**config.mk**
```make
export PLATFORM = sky130hd
export DESIGN_NAME = mon_hs
export DESIGN_NICKNAME = d
export VERILOG_FILES = /design/src/rtl/mon_hs.sv
export SDC_FILE = /design/constraint.sdc
export NUM_CORES = 1
export LEC_CHECK = 0
export BUFFER_PORTS_ARGS = -buffer_cell sky130_fd_sc_hd__buf_2
export CAP_MARGIN = 5
export CELL_PAD_IN_SITES_DETAIL_PLACEMENT = 1
export CELL_PAD_IN_SITES_GLOBAL_PLACEMENT = 1
export CORE_ASPECT_RATIO = 0.5
export CORE_MARGIN = 2
export CORE_UTILIZATION = 44
export DETAILED_ROUTE_END_ITERATION = 12
export HOLD_SLACK_MARGIN = 0.05
export PLACE_DENSITY = 0.91
export SETUP_SLACK_MARGIN = 0.15
export SLEW_MARGIN = 20
export SYNTH_ARGS = -nofsm -noshare
export SYNTH_HDL_FRONTEND = slang
export SYNTH_SLANG_ARGS = --single-unit
```
**constraint.sdc**
```tcl
create_clock -name clk -period 3.1 [get_ports clk]
set_clock_uncertainty 0.1 [all_clocks]
set_input_delay 0.62 -clock clk [delete_from_list [all_inputs] [get_ports clk]]
set_output_delay 0.62 -clock clk [all_outputs]
set_load 0.03 [all_outputs]
```
**src/rtl/mon_hs.sv**
```systemverilog
module mon_hs #(
  parameter int DW         = 8,
  parameter int TMO_FRAMES = 32
) (
  input  logic          clk,
  input  logic          rst_n,
  input  logic          frame_tick,
  input  logic [DW-1:0] tx_data,
  input  logic          tx_wr,
  input  logic          tx_ctrl,
  input  logic          tmo_en,
  input  logic          rx_en,
  input  logic          rx_ie,
  input  logic          rx_take,
  input  logic          mx_in_n,
  input  logic          mr_in_n,
  input  logic [DW-1:0] mon_in,
  output logic          mx_n,
  output logic          mr_n,
  output logic [DW-1:0] mon_out,
  output logic          tx_busy,
  output logic          tx_ack_irq,
  output logic          tx_abort_irq,
  output logic          tx_tmo_irq,
  output logic [DW-1:0] rx_data,
  output logic          rx_first,
  output logic          rx_byte_irq,
  output logic          rx_eom_irq,
  output logic          rx_err_irq
);
  localparam int TW = $clog2(TMO_FRAMES + 1);

  typedef enum logic [1:0] {S_IDLE, S_SEND, S_GAP, S_END} st_t;

  st_t           st;
  logic          mx_act, mr_prev, miss, quiet, pend;
  logic [DW-1:0] pend_byte;
  logic [TW-1:0] tmr;

  wire mr_now  = ~mr_in_n;
  wire ack_seen = mr_now & ~mr_prev;
  wire last_tick = tmr == TW'(TMO_FRAMES - 1);

  assign mx_n    = ~mx_act;
  assign tx_busy = st != S_IDLE;

  always_ff @(posedge clk or negedge rst_n) begin
    if (!rst_n) begin
      st           <= S_IDLE;
      mx_act       <= 1'b0;
      mr_prev      <= 1'b0;
      miss         <= 1'b0;
      quiet        <= 1'b0;
      pend         <= 1'b0;
      pend_byte    <= '0;
      mon_out      <= '0;
      tmr          <= '0;
      tx_ack_irq   <= 1'b0;
      tx_abort_irq <= 1'b0;
      tx_tmo_irq   <= 1'b0;
    end else begin
      tx_ack_irq   <= 1'b0;
      tx_abort_irq <= 1'b0;
      tx_tmo_irq   <= 1'b0;
      if (frame_tick) begin
        mr_prev <= mr_now;
        case (st)
          S_IDLE, S_GAP: begin
            if (st == S_GAP && !tx_ctrl) begin
              st    <= S_END;
              quiet <= 1'b0;
            end else if (tx_ctrl && pend) begin
              mon_out <= pend_byte;
              pend    <= 1'b0;
              mx_act  <= 1'b1;
              st      <= S_SEND;
              tmr     <= '0;
              miss    <= 1'b0;
            end
          end
          S_SEND: begin
            if (ack_seen) begin
              tx_ack_irq <= 1'b1;
              mx_act     <= 1'b0;
              st         <= S_GAP;
            end else if (!mr_now && miss) begin
              tx_abort_irq <= 1'b1;
              mx_act       <= 1'b0;
              st           <= S_END;
              quiet        <= 1'b0;
            end else if (tmo_en && last_tick) begin
              tx_tmo_irq <= 1'b1;
              mx_act     <= 1'b0;
              st         <= S_END;
              quiet      <= 1'b0;
            end else begin
              miss <= ~mr_now;
              tmr  <= tmr + 1'b1;
            end
          end
          default: begin
            if (mr_now) quiet <= 1'b0;
            else begin
              quiet <= 1'b1;
              if (quiet) st <= S_IDLE;
            end
          end
        endcase
      end
      if (tx_wr) begin
        pend      <= 1'b1;
        pend_byte <= tx_data;
      end
    end
  end

  logic mx_prev, mr_act, full, in_msg, r_quiet;
  wire  mx_now = ~mx_in_n;

  assign mr_n = ~mr_act;

  always_ff @(posedge clk or negedge rst_n) begin
    if (!rst_n) begin
      mx_prev     <= 1'b0;
      mr_act      <= 1'b0;
      full        <= 1'b0;
      in_msg      <= 1'b0;
      r_quiet     <= 1'b0;
      rx_data     <= '0;
      rx_first    <= 1'b0;
      rx_byte_irq <= 1'b0;
      rx_eom_irq  <= 1'b0;
      rx_err_irq  <= 1'b0;
    end else begin
      rx_byte_irq <= 1'b0;
      rx_eom_irq  <= 1'b0;
      rx_err_irq  <= 1'b0;
      if (rx_take) full <= 1'b0;
      if (frame_tick) begin
        mx_prev <= mx_now;
        if (!rx_en) mr_act <= 1'b0;
        else if (mx_now && !mx_prev) begin
          if (full && !rx_take) rx_err_irq <= 1'b1;
          else begin
            rx_data     <= mon_in;
            full        <= 1'b1;
            mr_act      <= 1'b1;
            rx_byte_irq <= rx_ie;
            rx_first    <= ~in_msg;
            in_msg      <= 1'b1;
          end
        end else if (!mx_now) mr_act <= 1'b0;
        if (!mx_now && !mr_act && in_msg) begin
          r_quiet <= ~r_quiet;
          if (r_quiet) begin
            in_msg     <= 1'b0;
            rx_eom_irq <= rx_ie;
          end
        end else r_quiet <= 1'b0;
      end
    end
  end
endmodule


```
* Word-level counts from Yosys, hierarchy flattened
Cells that the tools add are included.
Word-level totals: output and inout bits 26, logic and storage cells 148, register bits after elaboration 49, input bits 27
Cells by class: equality and inequality tests 15, reductions and logical operators 29, muxes and demuxes 71, $add $sub $neg 1, bitwise gates (word level) 10
Operator list (count):
- $mux 1 | 54
- $mux 6 | 5
- $reduce_and 4->1 | 4
- $mux 2 | 7
- $ne 2x2->1 const B | 7
- $pmux 6 s2 | 1
- $reduce_and 5->1 | 2
- $reduce_bool 2->1 | 5
- $ne 3x3->1 const B | 3
- $not 1->1 | 9
- $logic_and 1x1->1 | 8
- $reduce_and 7->1 | 1
- $add 6x1->6 const B | 1
- $eq 6x5->1 const B | 1
- $pmux 1 s2 | 3
- $reduce_bool 3->1 | 2
- $logic_not 1->1 | 4
- $ne 4x4->1 const B | 1
- $pmux 2 s2 | 1
- $ne 3x1->1 const B | 1
- $reduce_and 3->1 | 1
- $eq 2x1->1 const B | 1
- $eq 2x2->1 const B | 1
- $logic_not 2->1 | 1
- other kinds (2) | 2

* Depth between registers and ports, before layout
depth after elaboration 7, mapped depth 6, depth with buffers taken out 5

* Least setup slack after synthesis
OpenSTA, ideal clock, no wires.
kind input-to-reg, start input frame_tick, end register rx_data[2], buffers on the path 2, cell stages on the path 5, data arrival time 1.581 ns, setup slack 1.294 ns, cells stage by stage buf_2 > nand4bb_1 > nand2b_1 > buf_2 > mux2_2
On the way: longest elaborated chain between the ends 1
RTL lines:
- start, declared | RTL line 7 | input logic frame_tick,
- $reduce_and 4->1 (no source line)
- end signal, assigned | RTL line 145 | rx_data <= mon_in;
- end, declared | RTL line 25 | output logic [DW-1:0] rx_data,
No other way between the ends. A chain may end at the register's enable or synchronous reset.

* Worst setup path after layout
start register st[0], end output tx_busy
On the way: longest elaborated chain between the ends 1
RTL lines:
- start, declared | RTL line 35 | st_t st;
- start signal, assigned | RTL line 49 | st <= S_IDLE;
- start signal, assigned | RTL line 70 | st <= S_END;
- start signal, assigned | RTL line 76 | st <= S_SEND;
- $reduce_bool 2->1 | RTL line 45 | assign tx_busy = st != S_IDLE;
- end, declared | RTL line 21 | output logic tx_busy,
No other way between the ends.

==> metrics.cfg <==
[worst_setup_path]
start_kind = register
critPathCaptureType = output port
required_ps = 2380
path_delay_family = flip-flops
crit_fanout = 12
path_buf_inv = 1
slowest_stage = dfrtp_1
path_class = reg2out
r2r_start = tmr[0]$_DFFE_PN0P_
worst_ep_arrival_time_ps = 1340
path_cells = or2_2 -> buf_2
slowest_delay_ps = 510
worstSetupStartpoint = st[0]$_DFFE_PN0P_

[sta]
finalSetupTns_ps = 0
setup_slack_ps = 1040
period_needed_ps = 2060
final.period_utilization = 0.666
worst_slew_pin_slew_ps = 592
drv_slew = 0
finalHoldViolCount = 0
rsz0062_at_grt = no
setup_viol = 0
clock.fmax_mhz = 484
relSlewSlack = 0.606

[final_layout]
fin_nets = 254
areaGrowthSynthToFinish_pct = 19.2
drive_above_1_share = 0.392
fin_area_sq_mm = 0.00248
multi_input_area_sq_um = 791
diodes = 0
seqCellArea_sq_mm = 0.00123
num-fill-cells = 491

[pwr]
totalPowerFinal_mw = 2.12
leakagePower_nw = 1.19
ir_drop_mv = 0.331
p_per_area_mw_per_mm2 = 856

[clock_tree]
ctsRootBufferMaster = clkbuf_8
cts_hold_buf = 0
clkTransAtPathRegs_ps = 90
post-cts-setup-buffers = 0
clkLatencyLatePin_ps = 310
post_cts_resized = 0
tritoncts = yes
cts_made_buffers = 5
cts.htree.levels = 2
cts_buffer_depth = 2
cts_sinks = 49

[synth]
synth_cells = 173
synthTopCellsByArea = dfrtp_1 (59%), mux2_2 (14%), nand2_1 (2.0%), o21ai_0 (1.9%), nand2b_1 (1.8%)
yosysMostFrequentCell = dfrtp_1
synthesis.area_sq_mm = 0.00208
synth_area_per_cell_sq_um = 12.0
ys_seq_elements = 49
yosys-top-cells-count = dfrtp_1 (49), mux2_2 (25), nand2_1 (11)
yosysUniqueCellTypes = 37
synthArstFlopShare = 1.00
syn_nets = 201
synth_top_area_cell = dfrtp_1
ys_seq_area_frac = 0.589
synth_ff_type = dfrtp_1
synth_edf_count = 0
synth_top_area_share = 0.589
ys_warn_count = 0

[run]
maxCapViolCount = 0

[global_routing]
grt_first_pass_wirelength_microns = 7910
grt_overflow = 0
grt_pass1_vias = 1656
grt_max_degree = 50
antenna_found_initial = 0
grt_usage = 0.201

[routing]
initialDrtViolationCount = 73
route.detailed.drc = 0
drtAntennaViolNets = 0
wl_microns = 4620
vias = 1487
detail_route.wl_per_cell_microns = 16.3
avgViaCountPerCell = 5.24
drt_pre_antenna_iters = 4

[status]
status = finished clean

[floorplanning]
die_height_microns = 52.6
dieArea_sq_mm = 0.00533
start_util = 0.466
rows = 17
core_sq_mm = 0.00447
io_pins = 53
die_w_microns = 101

[place]
globalplace.congestion = 0.776
io_buffer_count = 52
place_area_sq_mm = 0.00239
dpl_worst_slack_ps = 980
dpl.hpwl_microns = 3520

[min_path]
hold_path.class = in2async

-- routing by layer --
| layer | GRT usage | vias up | wire, microns |
|---|---|---|---|
| met1 | 0.235 | 748 | 1950 |
| met5 | 0 | - | 0 |
| met3 | 0.0440 | 10 | 135 |
| met2 | 0.363 | 26 | 2440 |
| met4 | 0.0833 | 0 | 99 |
| li1 | - | 703 | - |
-- where the power goes --
group	internal, mW	leakage [nW]	total [mW]	switching, mW
Clock	0.159	0.0374	0.372	0.213
Combinational	0.298	0.547	0.776	0.478
Sequential	0.822	0.601	0.975	0.153
Total	1.28	1.19	2.12	0.844
-- through the flow --
| stage | cells | util | hold WS (ps) |
|---|---|---|---|
| floorplan | 173 | - | 224 |
| global placement | 276 | 0.535 | 366 |
| detailed placement | 276 | 0.535 | 380 |
| CTS | 284 | 0.555 | 400 |
| global route | 284 | 0.555 | 254 |
| finish | 284 | 0.555 | 212 |
-- sequential cells by signal, indices dropped and copies added, names as in the netlist, 2 cells and up --
register,flops
pend_byte,8
mon_out,8
rx_data,8
st,2
tmr,6
-- path summary, 6_finish.rpt --
| path | end | slack (ps) | cells past startpoint |
|---|---|---|---|
| setup / recovery | tx_busy | 1040 | 2 |
| hold / removal | rx_data[5]$_DFFE_PN0P_ | 210 | 1 |
| setup reg to reg | mx_act$_DFFE_PN0P_ | 1130 | 5 |
| hold reg to reg | mx_act$_DFFE_PN0P_ | 400 | 1 |
| max in group asynchronous | tx_ack_irq$_DFF_PN0_ | 2290 | 1 |
| min in group clk | mx_act$_DFFE_PN0P_ | 400 | 1 |
-- layout by cell type, fill, tap and decap left out, types with 2 or more instances in the layout --
| cell type | n |
|---|---|
| a21oi_1 | 6 |
| and2_1 | 3 |
| buf_2 | 51 |
| buf_4 | 2 |
| clkbuf_8 | 5 |
| clkinvlp_4 | 2 |
| dfrtp_1 | 49 |
| inv_1 | 9 |
| mux2_2 | 25 |
| mux2i_1 | 3 |
| nand2_1 | 11 |
| nand2b_1 | 6 |
| nand3_1 | 5 |
| nand4_1 | 2 |
| nand4b_1 | 2 |
| nor2_1 | 10 |
| nor2b_1 | 2 |
| o211ai_1 | 3 |
| o21ai_0 | 8 |
| o22ai_1 | 2 |
| or2_2 | 2 |
| or4_1 | 2 |
-- area by class of cell --
class / instances / share of cell area
Sequential cell: 49 / 0.494
Clock inverter: 2 / 0.00605
Timing Repair Buffer: 53 / 0.109
Tap cell: 57 / 0.0288
Multi-Input combinational cell: 108 / 0.319
Inverter: 9 / 0.0136
Clock buffer: 6 / 0.0293
-- cells by family (layout without fill, tap and decap cells) --
group           count (synthesis)  count (layout)  share of synthesized area
simple gates                   50              50                      0.132
fa+ha+maj                       1               1                    0.00601
mux                            28              28                      0.150
xor+xnor                        1               1                    0.00421
buf+inv                        16              70                     0.0307
flops                          49              49                      0.589
compound gates                 28              28                     0.0884
Note: power is estimated with default switching activity, not from simulation.
